--- config.mk ---
export PLATFORM = sky130hd
export DESIGN_NAME = ptru_top
export DESIGN_NICKNAME = d
export VERILOG_FILES = /design/src/rtl/ptru_pkg.sv /design/src/rtl/ptru_req_stage.sv /design/src/rtl/ptru_addr_calc.sv /design/src/rtl/ptru_word_alu.sv /design/src/rtl/ptru_top.sv
export SDC_FILE = /design/constraint.sdc
export NUM_CORES = 1
export LEC_CHECK = 0
export BUFFER_PORTS_ARGS = -buffer_cell sky130_fd_sc_hd__buf_2
export CAP_MARGIN = 25
export CORE_MARGIN = 10
export CORE_UTILIZATION = 40
export DETAILED_ROUTE_END_ITERATION = 10
export GPL_TIMING_DRIVEN = 0
export MAX_ROUTING_LAYER = met4
export SYNTH_ARGS = -nofsm -noshare
export SYNTH_HDL_FRONTEND = slang
export SYNTH_HIERARCHICAL = 1
export SYNTH_SLANG_ARGS = --single-unit
--- constraint.sdc ---
create_clock -name clk -period 5.3 [get_ports clk]
set_input_delay 0.265 -clock clk [delete_from_list [all_inputs] [get_ports clk]]
set_output_delay 0.265 -clock clk [all_outputs]
set_load 0.02 [all_outputs]
--- src/rtl/ptru_pkg.sv ---
// Shared types for the pointer register addressing unit.
// Assumes four 16-bit register pairs, indexed 0..3 (R24, X, Y, Z).
package ptru_pkg;

    typedef enum logic [2:0] {
        PM_PLAIN   = 3'd0,
        PM_POSTINC = 3'd1,
        PM_PREDEC  = 3'd2,
        PM_DISP    = 3'd3,
        PM_WADD    = 3'd4,
        PM_WSUB    = 3'd5,
        PM_RSV6    = 3'd6,
        PM_RSV7    = 3'd7
    } ptru_op_e;

    typedef struct packed {
        logic s;
        logic v;
        logic n;
        logic z;
        logic c;
    } ptru_flags_t;

    localparam int PAIR_CNT = 4;
    localparam int SEL_W    = $clog2(PAIR_CNT);
    localparam logic [SEL_W-1:0] SEL_X = 2'd1;
    localparam logic [SEL_W-1:0] SEL_W0 = 2'd0;

endpackage

--- src/rtl/ptru_req_stage.sv ---
// Request stage: checks that a request is legal, then latches the
// operation and the selected pair value into a one-deep stage.
// Assumes the caller drives every pair value on each cycle. busy_q is
// high for exactly one cycle per accepted request, and requests seen
// while busy_q is high are dropped.
module ptru_req_stage
    import ptru_pkg::*;
#(
    parameter int PTR_W = 16,
    parameter int IMM_W = 6
) (
    input  logic             clk,
    input  logic             rst_n,
    input  logic             req_valid,
    input  logic [2:0]       req_op,
    input  logic [SEL_W-1:0] req_sel,
    input  logic             req_store,
    input  logic [IMM_W-1:0] req_imm,
    input  logic [PTR_W-1:0] sel_val,
    output logic             busy_q,
    output ptru_op_e         op_q,
    output logic [SEL_W-1:0] sel_q,
    output logic             store_q,
    output logic [IMM_W-1:0] imm_q,
    output logic [PTR_W-1:0] val_q
);

    logic legal;
    logic accept;

    // Legality: pointer modes need a pointer pair, displacement needs Y or Z
    always_comb begin
        unique case (ptru_op_e'(req_op))
            PM_PLAIN, PM_POSTINC, PM_PREDEC: legal = (req_sel != SEL_W0);
            PM_DISP:                         legal = (req_sel != SEL_W0) && (req_sel != SEL_X);
            PM_WADD, PM_WSUB:                legal = 1'b1;
            default:                         legal = 1'b0;
        endcase
    end

    assign accept = req_valid && !busy_q && legal;

    // Occupancy flag: set for the single cycle after acceptance
    always_ff @(posedge clk) begin
        if (!rst_n) busy_q <= 1'b0;
        else        busy_q <= accept;
    end

    // Operand capture on acceptance
    always_ff @(posedge clk) begin
        if (!rst_n) begin
            op_q    <= PM_PLAIN;
            sel_q   <= '0;
            store_q <= 1'b0;
            imm_q   <= '0;
            val_q   <= '0;
        end else if (accept) begin
            op_q    <= ptru_op_e'(req_op);
            sel_q   <= req_sel;
            store_q <= req_store;
            imm_q   <= req_imm;
            val_q   <= sel_val;
        end
    end

endmodule

--- src/rtl/ptru_addr_calc.sv ---
// Address generator for the four pointer modes. It is purely
// combinational and works on the captured pair value. All arithmetic
// wraps modulo 2^PTR_W.
module ptru_addr_calc
    import ptru_pkg::*;
#(
    parameter int PTR_W = 16,
    parameter int IMM_W = 6
) (
    input  ptru_op_e         op,
    input  logic [PTR_W-1:0] base,
    input  logic [IMM_W-1:0] disp,
    output logic [PTR_W-1:0] eff_addr,
    output logic [PTR_W-1:0] new_ptr,
    output logic             ptr_upd
);

    localparam logic [PTR_W-1:0] ONE = PTR_W'(1);

    logic [PTR_W-1:0] inc_v;
    logic [PTR_W-1:0] dec_v;
    logic [PTR_W-1:0] dsp_v;

    assign inc_v = base + ONE;
    assign dec_v = base - ONE;
    assign dsp_v = base + {{(PTR_W-IMM_W){1'b0}}, disp};

    // Mode select: address seen by memory and pointer write-back
    always_comb begin
        eff_addr = base;
        new_ptr  = base;
        ptr_upd  = 1'b0;
        unique case (op)
            PM_POSTINC: begin
                new_ptr = inc_v;
                ptr_upd = 1'b1;
            end
            PM_PREDEC: begin
                eff_addr = dec_v;
                new_ptr  = dec_v;
                ptr_upd  = 1'b1;
            end
            PM_DISP:  eff_addr = dsp_v;
            default:  ;
        endcase
    end

endmodule

--- src/rtl/ptru_word_alu.sv ---
// Word add/subtract of a zero-extended immediate, with flag generation.
// C and V come from the old and new most significant bits only.
module ptru_word_alu
    import ptru_pkg::*;
#(
    parameter int PTR_W = 16,
    parameter int IMM_W = 6
) (
    input  logic             do_sub,
    input  logic [PTR_W-1:0] opnd,
    input  logic [IMM_W-1:0] imm,
    output logic [PTR_W-1:0] result,
    output ptru_flags_t      flg
);

    localparam int MSB = PTR_W - 1;

    logic [PTR_W-1:0] ext_imm;
    logic             a_hi;
    logic             r_hi;

    assign ext_imm = {{(PTR_W-IMM_W){1'b0}}, imm};

    // Sum or difference
    always_comb begin
        if (do_sub) result = opnd - ext_imm;
        else        result = opnd + ext_imm;
    end

    assign a_hi = opnd[MSB];
    assign r_hi = result[MSB];

    // Flags derived from operand and result sign bits
    always_comb begin
        flg.z = (result == '0);
        flg.n = r_hi;
        if (do_sub) begin
            flg.c = r_hi & ~a_hi;
            flg.v = a_hi & ~r_hi;
        end else begin
            flg.c = a_hi & ~r_hi;
            flg.v = ~a_hi & r_hi;
        end
        flg.s = flg.n ^ flg.v;
    end

endmodule

--- src/rtl/ptru_top.sv ---
// Pointer register addressing unit top. It selects a pair, passes the
// request through the one-deep stage, computes the pointer address or
// the word result, and registers every output. Outputs are valid during
// the cycle in which done is high. The strobes are 0 in all other cycles
// and the data outputs hold their last value.
module ptru_top
    import ptru_pkg::*;
#(
    parameter int PTR_W = 16,
    parameter int IMM_W = 6
) (
    input  logic             clk,
    input  logic             rst_n,
    input  logic             req_valid,
    input  logic [2:0]       req_op,
    input  logic [1:0]       req_sel,
    input  logic             req_store,
    input  logic [IMM_W-1:0] req_imm,
    input  logic [PTR_W-1:0] pair0_val,
    input  logic [PTR_W-1:0] pair1_val,
    input  logic [PTR_W-1:0] pair2_val,
    input  logic [PTR_W-1:0] pair3_val,
    output logic             done,
    output logic             mem_req,
    output logic             mem_we,
    output logic [PTR_W-1:0] addr,
    output logic             wb_en,
    output logic [1:0]       wb_sel,
    output logic [PTR_W-1:0] wb_val,
    output logic             flag_we,
    output logic [4:0]       flags
);

    logic [PTR_W-1:0] pair_arr [PAIR_CNT];
    logic [PTR_W-1:0] sel_val;
    logic             busy_q;
    ptru_op_e         op_q;
    logic [SEL_W-1:0] sel_q;
    logic             store_q;
    logic [IMM_W-1:0] imm_q;
    logic [PTR_W-1:0] val_q;
    logic [PTR_W-1:0] ag_addr;
    logic [PTR_W-1:0] ag_ptr;
    logic             ag_upd;
    logic [PTR_W-1:0] alu_res;
    ptru_flags_t      alu_flg;
    logic             is_word;

    assign pair_arr[0] = pair0_val;
    assign pair_arr[1] = pair1_val;
    assign pair_arr[2] = pair2_val;
    assign pair_arr[3] = pair3_val;
    assign sel_val     = pair_arr[req_sel];

    ptru_req_stage #(.PTR_W(PTR_W), .IMM_W(IMM_W)) stage_i (
        .clk       (clk),
        .rst_n     (rst_n),
        .req_valid (req_valid),
        .req_op    (req_op),
        .req_sel   (req_sel),
        .req_store (req_store),
        .req_imm   (req_imm),
        .sel_val   (sel_val),
        .busy_q    (busy_q),
        .op_q      (op_q),
        .sel_q     (sel_q),
        .store_q   (store_q),
        .imm_q     (imm_q),
        .val_q     (val_q)
    );

    ptru_addr_calc #(.PTR_W(PTR_W), .IMM_W(IMM_W)) agen_i (
        .op       (op_q),
        .base     (val_q),
        .disp     (imm_q),
        .eff_addr (ag_addr),
        .new_ptr  (ag_ptr),
        .ptr_upd  (ag_upd)
    );

    ptru_word_alu #(.PTR_W(PTR_W), .IMM_W(IMM_W)) walu_i (
        .do_sub (op_q == PM_WSUB),
        .opnd   (val_q),
        .imm    (imm_q),
        .result (alu_res),
        .flg    (alu_flg)
    );

    assign is_word = (op_q == PM_WADD) || (op_q == PM_WSUB);

    // Strobe register: one-cycle pulses qualified by the stage
    always_ff @(posedge clk) begin
        if (!rst_n) begin
            done    <= 1'b0;
            mem_req <= 1'b0;
            mem_we  <= 1'b0;
            wb_en   <= 1'b0;
            flag_we <= 1'b0;
        end else begin
            done    <= busy_q;
            mem_req <= busy_q && !is_word;
            mem_we  <= busy_q && !is_word && store_q;
            wb_en   <= busy_q && (is_word || ag_upd);
            flag_we <= busy_q && is_word;
        end
    end

    // Data register: loaded while a request is in the stage
    always_ff @(posedge clk) begin
        if (!rst_n) begin
            addr   <= '0;
            wb_sel <= '0;
            wb_val <= '0;
            flags  <= '0;
        end else if (busy_q) begin
            wb_sel <= sel_q;
            if (is_word) begin
                wb_val <= alu_res;
                flags  <= alu_flg;
            end else begin
                addr   <= ag_addr;
                wb_val <= ag_ptr;
            end
        end
    end

endmodule

==> results.py, run 1 <==
metrics = {
    "route": {
        "drt_first_pass_iters": 5,
        "route.detailed.drc": 0,
        "via_per_inst": 5.55,
        "wl_mm": 19.4,
        "antenna_left": 0,
        "post_drt_wl_per_cell_um": 18.9,
        "first_iter_violations": 406,
        "num_vias": 5699,
    },
    "sta": {
        "whs_ns": 0.174,
        "relSlewSlack": 0.452,
        "final.min_clock_period_ns": 4.69,
        "hold_viol_final": 0,
        "fmax_mhz": 213,
        "final_max_slew_viol_count": 0,
        "clock_skew_ns": 0.00680,
        "worst_pin_slew_ns": 0.810,
        "fin_tns_setup_ns": 0,
        "fin_crit_sh": 0.884,
        "rsz0062_at_grt": "false",
        "setup_viol": 0,
    },
    "critical_path": {
        "cp_data_required_time_ns": 5.52,
        "r2r-start": "stage_i/op_q[2]",
        "ff2ff_setup_slack_ns": 0.61,
        "worstPathMaxFanout": 10,
        "crit_path_end": "flags[1]",
        "startpoint": "stage_i/op_q[2]",
        "cp-end-kind": "flop",
        "crit_type": "flop to flop",
        "cp-start-kind": "flop",
        "cp.arrival_ns": 4.91,
        "r2r_cells": 16,
        "r2r_end": "flags[1]",
    },
    "power": {
        "p_leak_nw": 3.07,
        "p_per_area_nw_per_um2": 283,
        "ir_worst_vdd_v": 0.000175,
    },
    "floorplan": {
        "core-area_um2": 14000,
        "die_y_um": 140,
        "die_x_um": 140,
        "row_count": 43,
        "die-area_um2": 19600,
        "start_util": 0.411,
        "ios": 123,
    },
    "clock_network": {
        "ctsResizeCount": 0,
        "clk_pin_slew_ns": 0.06,
        "cts_max_path_buffers": 2,
        "clkLatencyLatePin_ns": 0.35,
        "cts_buffers": 9,
        "ctsHtreeMaxLevel": 3,
        "cts_tree": "yes",
        "postCtsSetupBuffers": 0,
        "holdBufCountCts": 0,
        "cts-root-buf": "clkbuf_16",
        "numClockSinks": 73,
    },
    "placed_design": {
        "numPortBuffers": 121,
        "globalplace.congestion": 1.07,
        "dp_hpwl_mm": 16.0,
    },
    "grt": {
        "grt.total_usage": 0.195,
        "grt_start_max_net_pins": 13,
        "overflow": 0,
        "antenna_found_initial": 0,
        "grt_pass1_vias": 5791,
        "grt_pass1_wl_mm": 30.5,
    },
    "logic_synthesis": {
        "syn_nets": 816,
        "ys_seq_area_frac": 0.254,
        "synth_edf_count": 0,
        "synthDistinctLibCells": 74,
        "synth_area_um2": 5740,
        "ys_seq_elements": 73,
        "syn_avg_cell_area_um2": 8.09,
        "ys.flop_type": "dfxtp_1",
        "synth_cells": 710,
        "yosys_warnings": 6,
        "async_reset_ff_frac": 0,
    },
    "hold_path": {
        "hold_depth": 3,
        "hp-class": "input port to flop",
    },
    "layout": {
        "nets": 948,
        "syn_to_final_growth_pct": 19.8,
        "fillerInstances": 1444,
        "seq_area_um2": 1460,
        "drive_above_1_share": 0.217,
        "multi_input_area_um2": 3930,
        "antenna_cells": 0,
    },
    "run": {
        "maxCapViolations": 0,
    },
    "status": {
        "status": "complete, no violations",
    },
}
## worst min-delay path by stage
stage / from / end
after floorplan: req_store / stage_i/store_q
after global placement: addr[9] / addr[9]
after detailed placement: addr[2] / addr[2]
after CTS: req_imm[5] / stage_i/imm_q[5]
after global routing: req_imm[3] / stage_i/imm_q[3]
final: req_imm[3] / stage_i/imm_q[3]
## cell usage in the layout, fill, tap and decap left out, types with 3 or more instances in the layout
master and instances:
a31oi_1 18, a21o_1 6, nand4_1 8, buf_6 6, nor2_1 35, clkinv_2 3, nand2_1 144, o22ai_1 7
o32ai_1 3, o211ai_1 5, buf_4 4, mux4_1 6, buf_2 132, nor4b_1 4, clkbuf_16 9, nand3_1 21
and3_1 5, o21ai_1 5, nor3_1 15, or3_1 6, mux4_2 10, xor2_1 21, clkbuf_1 25, ha_1 25
inv_1 22, nor2b_1 8, a41oi_1 3, xnor2_1 17, dfxtp_1 73, a21oi_1 19, a211oi_1 6, nand2b_1 7
o31ai_1 6, o21ai_0 42, nor4_1 3, nor3b_1 5, o21a_1 6, mux2i_1 46, and2_1 10
## state kept, by name, indices dropped and copies added, names as in the netlist, 2 cells and up
| signal | cells |
|---|---|
| addr | 16 |
| stage_i/val_q | 16 |
| wb_val | 16 |
| stage_i/imm_q | 6 |
| flags | 5 |
| stage_i/op_q | 3 |
| stage_i/sel_q | 2 |
| wb_sel | 2 |
## synthesized netlist by cell type, types with 11 or more instances
| cell | count | area [µm²] |
|---|---|---|
| dfxtp_1 | 73 | 1460 |
| xnor2_1 | 17 | 149 |
| ha_1 | 25 | 313 |
| xor2_1 | 21 | 184 |
| a21oi_1 | 19 | 95.1 |
| o21ai_0 | 42 | 210 |
| mux2i_1 | 46 | 460 |
| a31oi_1 | 18 | 113 |
| clkbuf_1 | 25 | 93.8 |
| nor2_1 | 35 | 131 |
| buf_2 | 11 | 55.1 |
| nand2_1 | 144 | 541 |
| nand3_1 | 21 | 105 |
| nor3_1 | 15 | 75.1 |
| inv_1 | 22 | 82.6 |
## cell type report
type                    instances  area share
clock inverters                 6      0.0122
flip-flops and latches         73       0.212
repair buffers                121      0.0880
plain buffers                  49      0.0400
multi-input cells             566       0.570
clock buffers                   9      0.0327
inverters                      22      0.0120
well taps                     180      0.0327
## kinds of logic (layout without fill, tap and decap cells)
kind of cell    after synthesis  in the layout  share of synthesized area
compound gates              150            150                      0.172
fa+ha+maj                    27             27                     0.0614
mux                          64             64                      0.151
buf+inv                      71            207                     0.0623
xor+xnor                     39             39                     0.0621
flops                        73             73                      0.254
simple gates                286            286                      0.237
## where the power goes
part           total [mW]  internal [mW]  switching, mW
combinational       0.686          0.283          0.403
sequential          0.615          0.577         0.0377
clock               0.647          0.407          0.240
## metrics by stage
| stage | worst slack (ns) | util | instance area (µm²) | power, mW | cells |
|---|---|---|---|---|---|
| 6_report | 0.613 | 0.492 | 6880 | 1.95 | 1026 |
| 5_1_grt | 0.341 | 0.492 | 6880 | 2.05 | 1026 |
| 4_1_cts | 0.670 | 0.492 | 6880 | 1.95 | 1026 |
| 3_5_place_dp | 0.712 | 0.470 | 6580 | 1.30 | 1011 |
| 3_3_place_gp | 0.792 | 0.470 | 6580 | 1.29 | 1011 |
| 2_1_floorplan | 1.52 | - | 5740 | 1.11 | 710 |
## critical path, stage by stage (launching register included)
cell	delay (ns)
dfxtp_1	0.57
nor2b_1	0.20
buf_4	0.18
buf_4	0.18
and2_1	0.16
clkbuf_1	0.46
mux2i_1	0.40
ha_1	0.29
nor2b_1	0.14
o31a_1	0.32
o21ai_1	0.31
o21ai_1	0.15
o41ai_2	0.50
xor3_1	0.34
and4bb_1	0.21
nand2_1	0.05
o21ai_0	0.06
## layer usage
metal	vias to the layer above	GRT usage	share of wire
met1	2676	0.255	0.48
met4	0	0.0418	0.010
met3	17	0.0398	0.059
met5	-	-	0
li1	2820	-	-
met2	186	0.303	0.46
Power figures use the tool's default switching activity.
==> run 2: changes to the inputs <==
Clock period 5.3 ns to 3.9 ns, I/O delays scaled along.
==> run 2 against run 1 <==
Against the previous run: sequential share of layout area is 0.23 points lower; final cell count up 0.58%; count of clock-buffer cells in the layout did not move; sequential cell count unchanged; via count increased by 1.6%; sequential power increased by 36%; non-clock buffer count increased by 6; cell area rose by 1.4%; wire length is 0.94% higher; clock skew up 0.0013 ns.
==> results.py, run 2 (same netlist as run 1, synthesis figures left out) <==
metrics = {
    "status": {
        "status": "complete, no violations",
    },
    "critical_path": {
        "ff2ff_setup_slack_ns": 0.20,
        "r2r_cells": 16,
        "r2r-start": "stage_i/op_q[2]",
        "cp.arrival_ns": 3.92,
        "crit_type": "flop to flop",
        "cp-start-kind": "flop",
        "cp_data_required_time_ns": 4.12,
        "cp-end-kind": "flop",
        "worstPathMaxFanout": 10,
        "r2r_end": "flags[1]",
    },
    "sta": {
        "final_max_slew_viol_count": 0,
        "setup_viol": 0,
        "relSlewSlack": 0.447,
        "fmax_mhz": 270,
        "final.min_clock_period_ns": 3.70,
        "whs_ns": 0.107,
        "fin_tns_setup_ns": 0,
        "rsz0062_at_grt": "false",
        "clock_skew_ns": 0.00807,
        "fin_crit_sh": 0.948,
        "hold_viol_final": 0,
        "worst_pin_slew_ns": 0.828,
    },
    "hold_path": {
        "holdCritStartpoint": "req_imm[3]",
        "hold_depth": 3,
        "hp-class": "input port to flop",
        "min_to": "stage_i/imm_q[3]",
    },
    "clock_network": {
        "holdBufCountCts": 0,
        "cts-root-buf": "clkbuf_16",
        "cts_buffers": 9,
        "clkLatencyLatePin_ns": 0.35,
        "numClockSinks": 73,
        "cts_tree": "yes",
        "cts_max_path_buffers": 2,
        "clk_pin_slew_ns": 0.06,
        "ctsHtreeMaxLevel": 3,
    },
    "power": {
        "power_frac_clock": 0.327,
        "p_leak_nw": 3.12,
        "p_sw_frac": 0.348,
        "pwr-share-comb": 0.360,
        "ir_worst_vdd_v": 0.000238,
        "p_seq_frac": 0.313,
        "p_per_area_nw_per_um2": 383,
        "intPower_mw": 1.74,
        "switching_power_mw": 0.931,
    },
    "run": {
        "maxCapViolations": 0,
    },
    "layout": {
        "fillerInstances": 1434,
        "layout_commonest_cell": "nand2_1",
        "most-common-layout-cells": "nand2_1, buf_2, dfxtp_1",
        "reg_top3": "addr x16, stage_i/val_q x16, wb_val x16",
        "multi_input_area_um2": 3970,
        "nets": 954,
        "final_area_um2": 6980,
        "drive_above_1_share": 0.234,
        "syn_to_final_growth_pct": 21.6,
        "antenna_cells": 0,
        "seq_area_um2": 1470,
    },
    "placed_design": {
        "globalplace.congestion": 1.07,
        "numPortBuffers": 121,
        "place_area_um2": 6580,
        "dp_hpwl_mm": 16.0,
    },
    "grt": {
        "grt_pass1_vias": 5831,
        "overflow": 0,
        "grt_start_max_net_pins": 13,
        "grtUsageMet2": 0.306,
        "use_met3": 0.0412,
        "met1_usage": 0.255,
        "grt_pass1_wl_mm": 30.7,
        "antenna_found_initial": 0,
        "busiest_layer": "met2",
        "grt.total_usage": 0.196,
    },
    "floorplan": {
        "ios": 123,
        "start_util": 0.411,
        "die_x_um": 140,
        "die-area_um2": 19600,
        "row_count": 43,
        "core-area_um2": 14000,
        "die_y_um": 140,
    },
    "route": {
        "post_drt_wl_per_cell_um": 19.0,
        "via_per_inst": 5.61,
        "drt_first_pass_iters": 5,
        "first_iter_violations": 395,
        "route.detailed.drc": 0,
        "num_vias": 5790,
        "wl_mm": 19.6,
        "antenna_left": 0,
    },
}
run 2: changes by cell type in the layout (fill, tap and decap cells not counted), sizes merged:
cell | before | now
buf | 144 | 152
clkbuf | 35 | 33
run 2: worst max-delay path by stage:
stage	start	end	slack, ns	depth (start not counted)
global route	stage_i/op_q[2]	flags[1]	0.004	16
finish	stage_i/op_q[2]	flags[1]	0.20	16
CTS	stage_i/op_q[2]	flags[1]	0.06	16
global placement	stage_i/op_q[2]	flags[1]	-0.61	16
detailed placement	stage_i/op_q[2]	flags[1]	-0.69	16
floorplan	stage_i/op_q[2]	flags[1]	0.12	16
run 2: layout make-up:
cell class	count	area share
multi-input cells	566	0.568
flip-flops and latches	73	0.210
repair buffers	127	0.0928
plain buffers	49	0.0410
clock buffers	9	0.0323
well taps	180	0.0323
clock inverters	6	0.0120
inverters	22	0.0118
run 2: repair_timing:
action,CTS,global route
setup buffers,2,4
gates resized for setup,9,8
setup endpoints to repair,12,6
pin swaps,1,6
run 2: worst max-delay path, stage by stage, from the launching register on:
cell and delay (ns):
dfxtp_4 0.39, nor2b_2 0.15, buf_4 0.12, buf_4 0.16, and2_4 0.17, buf_8 0.15
mux2i_4 0.27, ha_1 0.25, nor2b_1 0.14, o31a_1 0.32, o21ai_1 0.29, o21ai_1 0.18
o41ai_4 0.35, xor3_1 0.30, and4bb_1 0.23, nand2_1 0.06, o21ai_1 0.05
run 2: metrics by stage:
step	instances	worst slack [ns]	total power [mW]	utilization
floorplan	710	0.124	1.50	-
global placement	1011	-0.608	1.76	0.470
detailed placement	1011	-0.688	1.77	0.470
CTS	1028	0.0623	2.66	0.496
global route	1032	0.00423	2.82	0.499
finish	1032	0.201	2.67	0.499
run 2: per-layer routing:
| layer | vias up | wire length, µm |
|---|---|---|
| li1 | 2841 | - |
| met1 | 2732 | 9290 |
| met2 | 199 | 8950 |
| met3 | 18 | 1140 |
| met4 | 0 | 190 |
| met5 | - | 0 |
run 2: power groups by stage:
| stage | clock network, mW | logic [mW] | registers [mW] |
|---|---|---|---|
| after floorplan | 0 | 0.653 | 0.850 |
| after global placement | 0 | 0.909 | 0.849 |
| after detailed placement | 0 | 0.920 | 0.851 |
| after CTS | 0.887 | 0.938 | 0.835 |
| after global routing | 0.922 | 1.06 | 0.841 |
| final | 0.875 | 0.963 | 0.836 |
